[src/rtl/serial_rx_pkg.sv]
package serial_rx_pkg;
    localparam int DATA_W = 8;
    localparam int OSR    = 16;
    localparam int TICK_W = $clog2(OSR);
    localparam int BIDX_W = $clog2(DATA_W);

    typedef enum logic [2:0] {
        ST_IDLE,
        ST_START,
        ST_DATA,
        ST_PAR,
        ST_STOP
    } rx_state_e;

    typedef struct packed {
        logic              par_err;
        logic              frm_err;
        logic [DATA_W-1:0] data;
    } rx_entry_t;
endpackage

[src/rtl/rx_sync.sv]
module rx_sync #(
    parameter int STAGES = 2
) (
    input  logic clk,
    input  logic rst_n,
    input  logic d_in,
    output logic q_out
);
    logic [STAGES-1:0] chain_d, chain_q;

    always_comb begin
        chain_d = {chain_q[STAGES-2:0], d_in};
    end

    always_ff @(posedge clk or negedge rst_n) begin
        if (!rst_n) chain_q <= '1;
        else        chain_q <= chain_d;
    end

    assign q_out = chain_q[STAGES-1];
endmodule

[src/rtl/rx_tick_gen.sv]
module rx_tick_gen #(
    parameter int DIV_W = 16
) (
    input  logic             clk,
    input  logic             rst_n,
    input  logic [DIV_W-1:0] div,
    output logic             tick
);
    logic [DIV_W-1:0] cnt_d, cnt_q;
    logic             tick_d, tick_q;

    always_comb begin
        if (cnt_q >= div) begin
            cnt_d  = '0;
            tick_d = 1'b1;
        end else begin
            cnt_d  = cnt_q + 1'b1;
            tick_d = 1'b0;
        end
    end

    always_ff @(posedge clk or negedge rst_n) begin
        if (!rst_n) begin
            cnt_q  <= '0;
            tick_q <= 1'b0;
        end else begin
            cnt_q  <= cnt_d;
            tick_q <= tick_d;
        end
    end

    assign tick = tick_q;
endmodule

[src/rtl/rx_frame.sv]
module rx_frame
    import serial_rx_pkg::*;
(
    input  logic      clk,
    input  logic      rst_n,
    input  logic      tick,
    input  logic      rx,
    input  logic      par_en,
    input  logic      par_odd,
    output logic      done,
    output rx_entry_t entry
);
    localparam logic [TICK_W-1:0] MID  = TICK_W'(OSR/2 - 1);
    localparam logic [TICK_W-1:0] LAST = TICK_W'(OSR - 1);
    localparam logic [BIDX_W-1:0] TOPB = BIDX_W'(DATA_W - 1);

    typedef struct packed {
        rx_state_e         st;
        logic [TICK_W-1:0] tcnt;
        logic [BIDX_W-1:0] bidx;
        logic [DATA_W-1:0] sh;
        logic              perr;
        logic              ferr;
        logic              armed;
        logic              done;
    } frm_t;

    frm_t s_d, s_q;

    always_comb begin
        s_d      = s_q;
        s_d.done = 1'b0;
        if (tick) begin
            unique case (s_q.st)
                ST_IDLE: begin
                    if (rx) begin
                        s_d.armed = 1'b1;
                    end else if (s_q.armed) begin
                        s_d.st    = ST_START;
                        s_d.tcnt  = '0;
                        s_d.armed = 1'b0;
                    end
                end
                ST_START: begin
                    s_d.tcnt = s_q.tcnt + 1'b1;
                    if (s_q.tcnt == MID) begin
                        s_d.tcnt = '0;
                        s_d.bidx = '0;
                        s_d.perr = 1'b0;
                        if (rx) begin
                            s_d.st    = ST_IDLE;
                            s_d.armed = 1'b1;
                        end else begin
                            s_d.st = ST_DATA;
                        end
                    end
                end
                ST_DATA: begin
                    s_d.tcnt = s_q.tcnt + 1'b1;
                    if (s_q.tcnt == LAST) begin
                        s_d.sh   = {rx, s_q.sh[DATA_W-1:1]};
                        s_d.bidx = s_q.bidx + 1'b1;
                        if (s_q.bidx == TOPB)
                            s_d.st = par_en ? ST_PAR : ST_STOP;
                    end
                end
                ST_PAR: begin
                    s_d.tcnt = s_q.tcnt + 1'b1;
                    if (s_q.tcnt == LAST) begin
                        s_d.perr = ((^s_q.sh) ^ rx) != par_odd;
                        s_d.st   = ST_STOP;
                    end
                end
                ST_STOP: begin
                    s_d.tcnt = s_q.tcnt + 1'b1;
                    if (s_q.tcnt == LAST) begin
                        s_d.ferr  = ~rx;
                        s_d.done  = 1'b1;
                        s_d.st    = ST_IDLE;
                        s_d.armed = rx;
                    end
                end
                default: s_d.st = ST_IDLE;
            endcase
        end
    end

    always_ff @(posedge clk or negedge rst_n) begin
        if (!rst_n) begin
            s_q       <= '0;
            s_q.st    <= ST_IDLE;
            s_q.armed <= 1'b1;
        end else begin
            s_q <= s_d;
        end
    end

    assign done          = s_q.done;
    assign entry.data    = s_q.sh;
    assign entry.frm_err = s_q.ferr;
    assign entry.par_err = s_q.perr;
endmodule

[src/rtl/rx_fifo.sv]
module rx_fifo
    import serial_rx_pkg::*;
#(
    parameter int DEPTH = 32,
    localparam int AW   = $clog2(DEPTH),
    localparam int CW   = AW + 1
) (
    input  logic      clk,
    input  logic      rst_n,
    input  logic      push,
    input  rx_entry_t wdata,
    input  logic      pop,
    input  logic      ovr_clear,
    output rx_entry_t rdata,
    output logic      not_empty,
    output logic      ovr,
    output logic [CW-1:0] count
);
    localparam logic [AW-1:0] PMAX = AW'(DEPTH - 1);

    typedef struct packed {
        logic [AW-1:0] wp;
        logic [AW-1:0] rp;
        logic [CW-1:0] cnt;
        logic          ovr;
    } fifo_t;

    fifo_t f_d, f_q;
    rx_entry_t mem [DEPTH];
    logic do_push, do_pop, full, empty;

    always_comb begin
        empty   = (f_q.cnt == '0);
        full    = (f_q.cnt == CW'(DEPTH));
        do_pop  = pop && !empty;
        do_push = push && (!full || do_pop);
        f_d     = f_q;
        if (do_push) f_d.wp = (f_q.wp == PMAX) ? '0 : f_q.wp + 1'b1;
        if (do_pop)  f_d.rp = (f_q.rp == PMAX) ? '0 : f_q.rp + 1'b1;
        if (do_push && !do_pop)      f_d.cnt = f_q.cnt + 1'b1;
        else if (do_pop && !do_push) f_d.cnt = f_q.cnt - 1'b1;
        if (ovr_clear) f_d.ovr = 1'b0;
        if (push && !do_push) f_d.ovr = 1'b1;
    end

    always_ff @(posedge clk or negedge rst_n) begin
        if (!rst_n) f_q <= '0;
        else        f_q <= f_d;
    end

    always_ff @(posedge clk) begin
        if (do_push) mem[f_q.wp] <= wdata;
    end

    assign rdata     = mem[f_q.rp];
    assign not_empty = !empty;
    assign ovr       = f_q.ovr;
    assign count     = f_q.cnt;
endmodule

[src/rtl/serial_rx_core.sv]
module serial_rx_core
    import serial_rx_pkg::*;
#(
    parameter int FIFO_DEPTH  = 32,
    parameter int DIV_W       = 16,
    parameter int SYNC_STAGES = 2,
    localparam int CNT_W      = $clog2(FIFO_DEPTH) + 1
) (
    input  logic              clk,
    input  logic              rst_n,
    input  logic              rx_in,
    input  logic              par_en,
    input  logic              par_odd,
    input  logic [DIV_W-1:0]  baud_div,
    input  logic              pop,
    input  logic              ovr_clear,
    output logic [DATA_W-1:0] rd_data,
    output logic              rd_frame_err,
    output logic              rd_par_err,
    output logic              overrun,
    output logic              byte_ready
);
    logic             rx_s, tick, frame_vld;
    rx_entry_t        frame_entry, head;
    logic [CNT_W-1:0] fifo_cnt;

    rx_sync #(.STAGES(SYNC_STAGES)) u_sync (
        .clk(clk), .rst_n(rst_n), .d_in(rx_in), .q_out(rx_s)
    );

    rx_tick_gen #(.DIV_W(DIV_W)) u_tick (
        .clk(clk), .rst_n(rst_n), .div(baud_div), .tick(tick)
    );

    rx_frame u_frame (
        .clk(clk), .rst_n(rst_n), .tick(tick), .rx(rx_s),
        .par_en(par_en), .par_odd(par_odd),
        .done(frame_vld), .entry(frame_entry)
    );

    rx_fifo #(.DEPTH(FIFO_DEPTH)) u_fifo (
        .clk(clk), .rst_n(rst_n), .push(frame_vld), .wdata(frame_entry),
        .pop(pop), .ovr_clear(ovr_clear), .rdata(head),
        .not_empty(byte_ready), .ovr(overrun), .count(fifo_cnt)
    );

    assign rd_data      = head.data;
    assign rd_frame_err = head.frm_err;
    assign rd_par_err   = head.par_err;
endmodule

[config.mk]
export PLATFORM = sky130hd
export DESIGN_NAME = serial_rx_core
export DESIGN_NICKNAME = d
export VERILOG_FILES = /design/src/rtl/serial_rx_pkg.sv /design/src/rtl/rx_sync.sv /design/src/rtl/rx_tick_gen.sv /design/src/rtl/rx_frame.sv /design/src/rtl/rx_fifo.sv /design/src/rtl/serial_rx_core.sv
export SDC_FILE = /design/constraint.sdc
export NUM_CORES = 1
export LEC_CHECK = 0
export ABC_AREA = 1
export BUFFER_PORTS_ARGS = -buffer_cell sky130_fd_sc_hd__buf_2
export CORE_ASPECT_RATIO = 0.9
export CORE_MARGIN = 10
export CORE_UTILIZATION = 63
export DETAILED_ROUTE_END_ITERATION = 16
export PLACE_DENSITY = 0.78
export SYNTH_ARGS = -nofsm -noshare
export SYNTH_HDL_FRONTEND = slang
export SYNTH_HIERARCHICAL = 1
export SYNTH_SLANG_ARGS = --single-unit
[constraint.sdc]
create_clock -name clk -period 2.65 [get_ports clk]
set_input_delay 0.53 -clock clk [delete_from_list [all_inputs] [get_ports clk]]
set_output_delay 0.53 -clock clk [all_outputs]
set_load 0.05 [all_outputs]
==> run summary <==
The run finished, with violations left. The final reports fail on negative hold slack, negative setup slack. The number of hold buffers added after CTS was 0. Type of the tightest min-delay check: in -> async. Clock latency on the worst-skew pair, taken at its later pin, is 530 ps.

The mapped netlist covers 0.0174 mm^2. The clock slew at the register clock pins of the worst setup and hold paths is 60 ps. The initial antenna violation count is 0. The die is 178 um tall.

Setup repair after global routing could not meet its margin everywhere. TritonCTS built the clock tree. The final count of pins violating max slew was 0; the number of synthesis warnings was 6. The tools report the count of endpoints failing setup in the final report as 10. The run gives -373 ps as the setup slack of the critical path after layout. The core region is 0.0271 mm^2.

Dividing the detail-routed via count by the number of cells gives 5.97. The logs give 12900 for the via count of the first global-routing pass and 0 for the total congestion overflow. In this run the clock root is driven by a clkbuf_16. Along the worst path, the maximum fanout reaches 14. For this run, the post-layout net count is 1887.

The type of element capturing the critical path was an output port. The number of violations reported at the end of detailed-routing iteration 0 was 1932; the final standard cell utilization of the core was 0.753. The number of antenna diodes is 0, and the number of cells in the finished layout apart from fillers is 2212.

IR analysis of the VDD net gives a maximum drop of 600 uV. For this design the static power due to leakage is 8.77 nW. The run gives 70.6 mm as the first-pass GRT wire length.

The clock drives 378 sinks. The number of maximum-capacitance constraint violations was 0. I/O pin count: 35. The detailed placer's ending HPWL is 25.0 mm. Share of the clock period used by the worst path after layout: 1.14. The worst path in the final design needs a cycle of 3020 ps, including I/O delays and setup. The run gives -9.71 ps as the smallest hold slack. Entering global routing, the biggest net connects 83 pins. Overall routed net length: 46.7 mm.

In this run, placement finished with an instance count of 2119. The kind of critical path is reg -> out. Counting every instance in the synthesized netlist gives 1745. The logs give 0 for the total DRC errors in the routed layout and -2530 ps for the final total negative setup slack. The final number of hold-violating endpoints was 4. The H-tree depth is 2, and the overall die width is 195 um.

For this run, the top clock speed supported by timing is 331 MHz. The vias after detailed routing is 13200, and the number of rows created at floorplan is 57. The number of clock buffers inserted by TritonCTS is 38. For this run, the detailed router's first-pass iteration total came to 7. For the overall global routing resource usage, the log shows 0.260. During placement, the flow inserted port buffers numbering 34. Routability-driven placement finished with a final weighted congestion of 0.903.

Data on the critical path is required at its endpoint by 2120 ps. When the netlist entered floorplanning its net count stood at 1801. Relative to the synthesized area, the layout overhead comes to 17.4%. Remaining number of nets flagged by the antenna check after routing: 0. For the headroom to the max-slew limit, the log shows 0.573.

The tools report the initial cell density of the core as 0.642. The critical path data arrival time is 2490 ps, and the mean instance size in the synthesized netlist is 9.97 um^2. STA classifies the critical path startpoint as a flip-flop. Dividing the detail-routed wire length by the instance count gives 21.1 um. The fraction of final layout cells with drive strength greater than 1 works out to 0.175. The clock tree buffer depth came out at 3. Areal power density over the cells: 980 mW/mm^2. The clock skew after layout was 19.8 ps.

The floorplan step defined a die boundary enclosing 0.0347 mm^2. Transition time at the pin with the least slew margin: 638 ps.
-- routing by layer --
layer / up-vias / track usage / share of wire
met2: 996 / 0.418 / 0.47
met1: 6169 / 0.331 / 0.36
met4: 0 / 0.125 / 0.048
met5: - / 0 / 0
met3: 187 / 0.0587 / 0.12
li1: 5859 / - / -
-- registers in the layout, indices dropped and copies added, names as in the netlist, 2 cells and up --
signal          count
u_fifo/mem        320
u_fifo/count        6
u_frame/s_q        11
u_tick/cnt_q       16
u_fifo/f_q         10
u_sync/chain_q      2
u_frame/entry      10
-- per-stage QoR --
step           hold slack, ps  instance area, um^2  power (W)  setup WS [ps]
2_1_floorplan             234                17400     0.0109            209
3_3_place_gp              346                18200     0.0124            219
3_5_place_dp              349                18200     0.0125            189
4_1_cts                  2.29                20200     0.0193           -189
5_1_grt                  14.2                20400     0.0207           -363
6_report                -9.71                20400     0.0200           -373
-- worst max-delay path, cell delays in order (launching register included) --
cell and delay [ps]:
dfrtp_4 540, inv_12 100, buf_12 150, buf_16 140, nand2_1 70, nand3_1 110
nand3_1 170, nand2_1 120, nor2_1 170, nand2_1 80, nand2_1 70, inv_1 70
buf_6 150
-- cell usage in the layout (no fill, tap or decap), drive strengths merged --
master,count
fa,1
a21oi,38
edfxtp,320
o21a,1
mux2i,1
o211ai,11
inv,236
dfrtp,55
xor2,15
o2111ai,1
clkinvlp,3
buf,121
nand2,564
ha,32
bufbuf,1
clkbuf,48
nand4,3
o21ai,34
nand3,219
a31oi,1
dfstp,3
a22oi,1
nor3,11
or2,1
nor2,110
xnor2,8
clkinv,19
-- power breakdown --
part | total (W) | internal (W) | switching, W | leakage, nW
registers | 0.00673 | 0.00651 | 0.000217 | 4.15
logic | 0.00828 | 0.00305 | 0.00523 | 4.05
clock network | 0.00501 | 0.00283 | 0.00218 | 0.574
total | 0.0200 | 0.0124 | 0.00762 | 8.77
-- worst paths after layout --
check                                   from                end  slack, ps  depth (start not counted)
min reg2reg                u_sync/chain_q[0]  u_sync/chain_q[1]        360                          0
max                            u_fifo/f_q[7]         rd_data[3]       -370                         12
min                                    rst_n      u_fifo/f_q[7]        -10                          1
min in group clk                       rx_in  u_sync/chain_q[0]        110                          1
max in group asynchronous              rst_n  u_sync/chain_q[1]       2010                          2
max reg2reg                  u_fifo/count[0]    u_fifo/count[5]        310                         15
-- area by class of cell --
cell class | count | area [um^2]
Multi-Input combinational cell | 1052 | 5330
Tap cell | 354 | 443
Clock inverter | 21 | 104
Fill cell | 1676 | 6680
Inverter | 237 | 911
Clock buffer | 46 | 1050
Sequential cell | 378 | 11100
Timing Repair Buffer | 124 | 1510
-- timing repair --
action / in CTS / in global routing
resized for setup: 107 / 46
setup endpoints to repair: 10 / 10
gates cloned: 13 / 3
buffers inserted: 9 / 1
pin swaps: 30 / 28
Power figures use the tool's default switching activity.
